===== config.mk =====
export PLATFORM = sky130hd
export DESIGN_NAME = wdc_encoder
export DESIGN_NICKNAME = d
export VERILOG_FILES = /design/src/rtl/wdc_pkg.sv /design/src/rtl/wdc_midpoint.sv /design/src/rtl/wdc_normalize.sv /design/src/rtl/wdc_field_map.sv /design/src/rtl/wdc_encoder.sv
export SDC_FILE = /design/constraint.sdc
export NUM_CORES = 1
export LEC_CHECK = 0
export BUFFER_PORTS_ARGS = -buffer_cell sky130_fd_sc_hd__buf_2
export CAP_MARGIN = 30
export CORE_MARGIN = 4
export CORE_UTILIZATION = 25
export DETAILED_ROUTE_END_ITERATION = 16
export PLACE_DENSITY = 0.5
export SYNTH_ARGS = -nofsm -noshare
export SYNTH_HDL_FRONTEND = slang
export SYNTH_SLANG_ARGS = --single-unit

===== constraint.sdc =====
create_clock -name clk -period 11.4 [get_ports clk]
set_input_delay 0.57 -clock clk [delete_from_list [all_inputs] [get_ports clk]]
set_output_delay 0.57 -clock clk [all_outputs]
set_load 0.05 [all_outputs]

===== src/rtl/wdc_pkg.sv =====
package wdc_pkg;
  localparam int F_W = 2;
  localparam int T_W = 4;
  localparam int P_W = 3;

  typedef enum logic [1:0] {
    D_MID  = 2'b00,
    D_HIGH = 2'b01,
    D_LOW  = 2'b11
  } d_class_e;

  typedef struct packed {
    logic [F_W-1:0] f;
    logic [T_W-1:0] t;
    logic [P_W-1:0] p;
    d_class_e       d;
    logic           under;
    logic           over;
  } wdc_result_t;
endpackage


===== src/rtl/wdc_midpoint.sv =====
module wdc_midpoint
  import wdc_pkg::*;
#(
  parameter int LIN_W   = 15,
  parameter int TB_FAST = 12,
  parameter int TB_SLOW = 11
) (
  input  logic                    fast,
  input  logic [F_W-1:0]          a_f,
  input  logic [T_W-1:0]          a_t,
  input  logic [P_W-1:0]          a_p,
  input  logic [F_W-1:0]          b_f,
  input  logic [T_W-1:0]          b_t,
  input  logic [P_W-1:0]          b_p,
  output logic signed [LIN_W-1:0] lin_avg
);
  logic [LIN_W-1:0] tb;
  logic [LIN_W-1:0] lin_a, lin_b, sum_ab;

  assign tb = fast ? LIN_W'(TB_FAST) : LIN_W'(TB_SLOW);

  // linear position = (fine * bound + coarse) * 8 + phase
  assign lin_a  = (((LIN_W'(a_f) * tb) + LIN_W'(a_t)) << P_W) + LIN_W'(a_p);
  assign lin_b  = (((LIN_W'(b_f) * tb) + LIN_W'(b_t)) << P_W) + LIN_W'(b_p);
  assign sum_ab = lin_a + lin_b;
  assign lin_avg = signed'(sum_ab >> 1);
endmodule


===== src/rtl/wdc_normalize.sv =====
module wdc_normalize
  import wdc_pkg::*;
#(
  parameter int LIN_W    = 15,
  parameter int TB_FAST  = 12,
  parameter int TB_SLOW  = 11,
  parameter int F_LEVELS = 4
) (
  input  logic                    fast,
  input  logic signed [LIN_W-1:0] lin,
  output logic [F_W-1:0]          f,
  output logic [T_W-1:0]          t,
  output logic [P_W-1:0]          p,
  output logic                    under,
  output logic                    over
);
  localparam int SPAN_FAST = TB_FAST << P_W;
  localparam int SPAN_SLOW = TB_SLOW << P_W;

  logic [F_LEVELS-1:0]      ge;
  logic signed [LIN_W-1:0]  tb_s, coarse, fx, t_raw;
  logic [F_W-1:0]           f_raw;
  logic [LIN_W-1:T_W]       unused_t_hi;

  assign tb_s = fast ? LIN_W'(TB_FAST) : LIN_W'(TB_SLOW);

  // thermometer of fine-level boundaries; the top one is the overflow limit
  for (genvar k = 0; k < F_LEVELS; k++) begin : g_lvl
    logic signed [LIN_W-1:0] lim;
    assign lim   = fast ? LIN_W'(SPAN_FAST * (k + 1)) : LIN_W'(SPAN_SLOW * (k + 1));
    assign ge[k] = (lin >= lim);
  end

  assign under  = lin[LIN_W-1];
  assign over   = ge[F_LEVELS-1];
  assign f_raw  = F_W'($countones(ge[F_LEVELS-2:0]));
  assign coarse = lin >>> P_W;
  assign fx     = LIN_W'(f_raw);
  assign t_raw  = coarse - (fx * tb_s);
  assign unused_t_hi = t_raw[LIN_W-1:T_W];

  always_comb begin
    if (under) begin
      f = '0;
      t = '0;
      p = '0;
    end else if (over) begin
      f = F_W'(F_LEVELS - 1);
      t = T_W'(tb_s - 1);
      p = '1;
    end else begin
      f = f_raw;
      t = t_raw[T_W-1:0];
      p = lin[P_W-1:0];
    end
  end
endmodule


===== src/rtl/wdc_field_map.sv =====
module wdc_field_map
  import wdc_pkg::*;
#(
  parameter int LOW_SLOW   = 1,
  parameter int HIGH_SLOW  = 6,
  parameter int LOW_FAST   = 2,
  parameter int HIGH_FAST  = 9,
  parameter int FORCE_T    = 9,
  parameter int FORCE_P    = 4
) (
  input  logic           fast,
  input  logic [T_W-1:0] t,
  input  logic [P_W-1:0] p_in,
  output logic [P_W-1:0] p_out,
  output d_class_e       d
);
  logic [T_W-1:0] lo_th, hi_th;
  logic           force_hit;

  assign lo_th = fast ? T_W'(LOW_FAST)  : T_W'(LOW_SLOW);
  assign hi_th = fast ? T_W'(HIGH_FAST) : T_W'(HIGH_SLOW);

  // around the coarse step FORCE_T -> FORCE_T+1 the phase is pinned to mid
  assign force_hit = fast &&
                     (((t == T_W'(FORCE_T))     && (p_in >= P_W'(FORCE_P))) ||
                      ((t == T_W'(FORCE_T + 1)) && (p_in <  P_W'(FORCE_P))));
  assign p_out = force_hit ? P_W'(FORCE_P) : p_in;

  always_comb begin
    if (t <= lo_th)     d = D_LOW;
    else if (t > hi_th) d = D_HIGH;
    else                d = D_MID;
  end
endmodule


===== src/rtl/wdc_encoder.sv =====
module wdc_encoder
  import wdc_pkg::*;
#(
  parameter int IN_W      = 6,
  parameter int TB_FAST   = 12,
  parameter int TB_SLOW   = 11,
  parameter int F_LEVELS  = 4,
  parameter int LOW_SLOW  = 1,
  parameter int HIGH_SLOW = 6,
  parameter int LOW_FAST  = 2,
  parameter int HIGH_FAST = 9
) (
  input  logic                   clk,
  input  logic                   rst,
  input  logic                   req_valid,
  input  logic                   req_mid,
  input  logic                   fast_mode,
  input  logic signed [IN_W-1:0] dly_f,
  input  logic signed [IN_W-1:0] dly_t,
  input  logic signed [IN_W-1:0] dly_p,
  input  logic [1:0]             lo_f,
  input  logic [3:0]             lo_t,
  input  logic [2:0]             lo_p,
  input  logic [1:0]             hi_f,
  input  logic [3:0]             hi_t,
  input  logic [2:0]             hi_p,
  output logic                   res_valid,
  output logic [1:0]             res_f,
  output logic [3:0]             res_t,
  output logic [2:0]             res_p,
  output logic [1:0]             res_d,
  output logic                   res_under,
  output logic                   res_over
);
  localparam int LIN_W = IN_W + $clog2(TB_FAST) + P_W + 2;

  logic signed [LIN_W-1:0] fx, tx, px, tb_s, lin_enc, lin_mid, lin_sel;
  logic [F_W-1:0]          n_f;
  logic [T_W-1:0]          n_t;
  logic [P_W-1:0]          n_p, m_p;
  logic                    n_under, n_over;
  d_class_e                m_d;
  wdc_result_t             res_q;
  logic                    valid_q, fast_q;

  // linearise the signed request; size casts sign-extend
  assign fx      = LIN_W'(dly_f);
  assign tx      = LIN_W'(dly_t);
  assign px      = LIN_W'(dly_p);
  assign tb_s    = fast_mode ? LIN_W'(TB_FAST) : LIN_W'(TB_SLOW);
  assign lin_enc = (((fx * tb_s) + tx) <<< P_W) + px;

  wdc_midpoint #(.LIN_W(LIN_W), .TB_FAST(TB_FAST), .TB_SLOW(TB_SLOW)) u_mid (
    .fast(fast_mode),
    .a_f(lo_f), .a_t(lo_t), .a_p(lo_p),
    .b_f(hi_f), .b_t(hi_t), .b_p(hi_p),
    .lin_avg(lin_mid)
  );

  assign lin_sel = req_mid ? lin_mid : lin_enc;

  wdc_normalize #(.LIN_W(LIN_W), .TB_FAST(TB_FAST), .TB_SLOW(TB_SLOW),
                  .F_LEVELS(F_LEVELS)) u_norm (
    .fast(fast_mode), .lin(lin_sel),
    .f(n_f), .t(n_t), .p(n_p), .under(n_under), .over(n_over)
  );

  wdc_field_map #(.LOW_SLOW(LOW_SLOW), .HIGH_SLOW(HIGH_SLOW),
                  .LOW_FAST(LOW_FAST), .HIGH_FAST(HIGH_FAST)) u_map (
    .fast(fast_mode), .t(n_t), .p_in(n_p), .p_out(m_p), .d(m_d)
  );

  always_ff @(posedge clk) begin
    if (rst) begin
      valid_q <= 1'b0;
      fast_q  <= 1'b0;
      res_q   <= '0;
    end else begin
      valid_q <= req_valid;
      if (req_valid) begin
        fast_q      <= fast_mode;
        res_q.f     <= n_f;
        res_q.t     <= n_t;
        res_q.p     <= m_p;
        res_q.d     <= m_d;
        res_q.under <= n_under;
        res_q.over  <= n_over;
      end
    end
  end

  assign res_valid = valid_q;
  assign res_f     = res_q.f;
  assign res_t     = res_q.t;
  assign res_p     = res_q.p;
  assign res_d     = res_q.d;
  assign res_under = res_q.under;
  assign res_over  = res_q.over;


  flags_excl_chk: assert property (@(posedge clk) disable iff (rst)
    res_valid |-> !(res_under && res_over));

  under_zero_chk: assert property (@(posedge clk) disable iff (rst)
    (res_valid && res_under) |-> (res_f == 2'd0 && res_t == 4'd0 && res_p == 3'd0));

  over_sat_chk: assert property (@(posedge clk) disable iff (rst)
    (res_valid && res_over) |-> (res_f == 2'(F_LEVELS - 1) && res_p == 3'd7));

  t_range_chk: assert property (@(posedge clk) disable iff (rst)
    res_valid |-> (res_t < (fast_q ? 4'(TB_FAST) : 4'(TB_SLOW))));

  d_code_chk: assert property (@(posedge clk) disable iff (rst)
    res_valid |-> (res_d != 2'b10));

  p_force_chk: assert property (@(posedge clk) disable iff (rst)
    (res_valid && fast_q && res_t == 4'd9) |-> (res_p <= 3'd4));

  valid_lat_chk: assert property (@(posedge clk) disable iff (rst)
    req_valid |=> res_valid);

  idle_lat_chk: assert property (@(posedge clk) disable iff (rst)
    !req_valid |=> !res_valid);
endmodule


==> results.py <==
metrics = {
    "run_status": {
        "outcome": "complete, no violations",
    },
    "synth": {
        "yosysTopAreaCell": "sky130_fd_sc_hd__ha_1",
        "synth_largest_type_area_fraction_pct": 23.0,
        "synthesis.area_per_instance_um2": 8.08,
        "syn-num-nets": 626,
        "synth-edff-count": 0,
        "ys_types": 63,
        "postSynthCellCount": 485,
        "synthTopCellsByArea": "sky130_fd_sc_hd__ha_1 23%, sky130_fd_sc_hd__fa_1 14%, sky130_fd_sc_hd__dfxtp_1 7.2%, sky130_fd_sc_hd__inv_1 6.5%, sky130_fd_sc_hd__a21oi_1 5.2%",
        "asyncSetResetFlopFracSynth_pct": 0,
        "synth.yosys.seq_area_share_pct": 7.15,
        "ys_warn_count": 0,
        "dominantRegCellSynth": "sky130_fd_sc_hd__dfxtp_1",
        "netlist_area_um2": 3920,
        "synth.ff_latch_count": 14,
        "synth.top_cells.by_count": "72 x sky130_fd_sc_hd__ha_1, 68 x sky130_fd_sc_hd__inv_1, 41 x sky130_fd_sc_hd__a21oi_1",
        "synth.most_common_cell": "sky130_fd_sc_hd__ha_1",
    },
    "timing": {
        "maxClockFrequency_mhz": 104,
        "final_min_period_over_clock_period_pct": 84.2,
        "setup_violations": 0,
        "timing_worst_slew_pin_value_ns": 0.639,
        "hold_viol_final": 0,
        "setup_tns_ns": 0,
        "timing.final.crit_period_ns": 9.60,
        "slew_headroom_pct": 56.7,
        "rsz0062_at_grt": "no",
        "drv_slew": 0,
        "fin_worst_skew_ns": 0,
    },
    "grt": {
        "maximum_number_of_pins_on_one_net_before_global_route_repair": 30,
        "grt_pass1_vias": 3442,
        "grtUsageTotal_pct": 10.2,
        "antenna_found_initial": 1,
        "gr_ovfl_total": 0,
        "first_pass_grt_wire_length_um": 15800,
    },
    "detailed_routing": {
        "vias_per_cell": 4.59,
        "detailroute.via_count": 3418,
        "drt-wirelength-per-cell_um": 12.2,
        "drt.antenna.violating_nets": 0,
        "wirelength_met1_um": 4340,
        "first_pass_iters": 4,
        "drt_iter0_drc": 121,
        "dr_drc_count": 0,
        "top_signal_layer_used": "met5",
        "met3WireLength_um": 322,
        "route.final.wire_length_um": 9070,
        "detailroute.wirelength.met2_um": 4350,
    },
    "setup_path": {
        "worst_r2r_path_depth": 3,
        "cp_slowest_cell": "sky130_fd_sc_hd__fa_1",
        "timing.critical_path.max_delay_family": "adder cells",
        "timing_worst_setup_path_type": "in -> reg",
        "cp.buffers_inverters": 6,
        "timing.rr.start": "res_over",
        "setup.worst_path.start_class": "primary input",
        "timing.critical_path.arrival_ns": 9.72,
        "timing.rr.end": "res_over",
        "worstSetupEndpointType": "flop",
        "timing.critical_path.required_ns": 11.52,
        "worstPathMaxFanout": 29,
        "critical_path.max_stage_delay_ns": 0.58,
        "reg2reg_slack_ns": 10.66,
    },
    "power_and_ir_drop": {
        "p_int_uw": 686,
        "power.static_leakage_uw": 0.00223,
        "p_comb_share_pct": 90.2,
        "clockPowerShare_pct": 4.9,
        "p_seq_share_pct": 4.8,
        "power.net_switching_uw": 806,
        "switching_share_pct": 54.0,
        "pwr_dens_nw_per_um2": 331,
        "ir_drop_worst_case_vdd_mv": 0.213,
        "total_power_uw": 1490,
    },
    "job": {
        "maxCapViolCount": 0,
    },
    "die": {
        "die_height_um": 133,
        "initial_utilization_pct": 25.7,
        "ios": 55,
        "placeableCoreArea_um2": 15300,
        "die_area_um2": 17700,
        "x_dimension_of_the_die_um": 133,
        "placementRows": 45,
    },
    "clocking": {
        "post_cts_resized": 0,
        "tritoncts": "yes",
        "post_cts.repair.setup_buffers": 0,
        "clkSlewWorstSetupHoldPaths_ns": 0.05,
        "tritoncts_num_sinks": 14,
        "cts.htree.levels": 1,
        "clkLatencyLatePin_ns": 0.24,
        "cts_hold_buf": 0,
        "cts.path.max_buffers": 2,
        "cts_buffers": 3,
        "clk_root_buffer_cell": "sky130_fd_sc_hd__clkbuf_16",
    },
    "finish": {
        "fin_util_pct": 29.5,
        "drive_above_1_share_pct": 13.9,
        "areaGrowthSynthToFinish_pct": 14.9,
        "finish.net_count": 675,
        "antenna-diode-count": 0,
    },
    "hold_path": {
        "holdPathStages": 2,
        "worst_hold_path.endpoint": "res_p[0]",
        "holdCritStartpoint": "res_p[0]",
        "worstHoldPathType": "reg -> reg",
    },
    "place": {
        "gp_congestion": 0.836,
        "io_buffer_count": 54,
        "hpwl_um": 7770,
    },
}
worst max-delay path by stage:
stage                         start  slack (ns)  depth (start not counted)  endpoint
after detailed placement  fast_mode        1.48                         41  res_d[0]
final                     fast_mode        1.80                         41  res_d[0]
after floorplan           fast_mode        2.49                         41  res_d[0]
after CTS                 fast_mode        1.73                         41  res_d[0]
after global routing      fast_mode        0.94                         41  res_d[0]
after global placement    fast_mode        1.79                         40  res_d[0]
kinds of logic after synthesis:
group,Yosys count,synth area share (%)
DFF,14,7.15
and+or+nand+nor,136,17.4
muxes,6,1.66
buffers and inverters,79,7.60
adders and majority gates,100,37.3
AOI/OAI and AO/OA,124,22.8
xor gates and xnor gates,26,6.00
worst min-delay path, delay by kind of cell, from the launching register on:
family          cells  cell delay [ns]
simple gates        1             0.05
flops               1             0.30
compound gates      1             0.05
metal layers:
metal | global-route usage [%] | vias up
li1 | - | 1784
met1 | 13.5 | 1564
met2 | 18.3 | 60
met3 | 1.21 | 8
met4 | 0.914 | 2
met5 | 0 | -
metrics by stage:
stage	setup slack, ns	cells	hold slack (ns)	cell area, um^2
after floorplan	2.49	485	0.642	3920
after global placement	1.79	740	0.434	4410
after detailed placement	1.48	740	0.437	4410
after CTS	1.73	744	0.443	4500
after global routing	0.944	744	0.470	4500
final	1.80	744	0.438	4500
power by group through the flow:
| stage | registers (uW) | clock network, uW | logic, uW |
|---|---|---|---|
| after floorplan | 126 | 0 | 1050 |
| after global routing | 74.5 | 78.3 | 1520 |
| after global placement | 73.3 | 0 | 1320 |
| final | 72.3 | 73.6 | 1350 |
| after detailed placement | 73.7 | 0 | 1350 |
| after CTS | 72.8 | 75.8 | 1360 |
cell type report:
type	count	area (um^2)
clock buffer	4	88.8
sequential	14	280
tap	211	264
fill	1676	10800
inverter	69	259
multi-input combinational	392	3340
timing repair buffer	54	270
registers in the layout, summed over array words and instances (netlist names):
name	cells
res_d	2
res_f	2
res_over	1
res_p	3
res_t	4
res_under	1
res_valid	1
cell usage in the layout (no fill, tap or decap), types with 2 or more instances in the layout:
| master | netlist | layout |
|---|---|---|
| sky130_fd_sc_hd__nand4_1 | 2 | 2 |
| sky130_fd_sc_hd__nand3_1 | 8 | 8 |
| sky130_fd_sc_hd__and2_1 | 12 | 12 |
| sky130_fd_sc_hd__xnor2_1 | 18 | 18 |
| sky130_fd_sc_hd__o21bai_1 | 7 | 7 |
| sky130_fd_sc_hd__a221oi_1 | 2 | 2 |
| sky130_fd_sc_hd__dfxtp_1 | 14 | 14 |
| sky130_fd_sc_hd__xor2_1 | 7 | 7 |
| sky130_fd_sc_hd__or4_4 | 2 | 2 |
| sky130_fd_sc_hd__nand2_1 | 36 | 36 |
| sky130_fd_sc_hd__fa_1 | 28 | 28 |
| sky130_fd_sc_hd__inv_1 | 68 | 68 |
| sky130_fd_sc_hd__o22ai_1 | 3 | 3 |
| sky130_fd_sc_hd__a31oi_1 | 3 | 3 |
| sky130_fd_sc_hd__a221oi_4 | 2 | 2 |
| sky130_fd_sc_hd__a21o_1 | 9 | 9 |
| sky130_fd_sc_hd__nor2_1 | 31 | 31 |
| sky130_fd_sc_hd__a41oi_1 | 2 | 2 |
| sky130_fd_sc_hd__ha_1 | 72 | 72 |
| sky130_fd_sc_hd__o211ai_1 | 4 | 4 |
| sky130_fd_sc_hd__clkbuf_16 | 0 | 3 |
| sky130_fd_sc_hd__nor4_1 | 3 | 3 |
| sky130_fd_sc_hd__a211oi_1 | 2 | 2 |
| sky130_fd_sc_hd__nor3_1 | 13 | 13 |
| sky130_fd_sc_hd__mux2i_1 | 5 | 5 |
| sky130_fd_sc_hd__buf_2 | 1 | 54 |
| sky130_fd_sc_hd__o41a_1 | 2 | 2 |
| sky130_fd_sc_hd__o21ai_0 | 17 | 17 |
| sky130_fd_sc_hd__o21a_1 | 7 | 7 |
| sky130_fd_sc_hd__a21oi_1 | 41 | 41 |
| sky130_fd_sc_hd__o21ai_1 | 5 | 5 |
| sky130_fd_sc_hd__nor2b_1 | 11 | 11 |
| sky130_fd_sc_hd__nand2b_1 | 10 | 10 |
(Power assumes the default switching activity.)
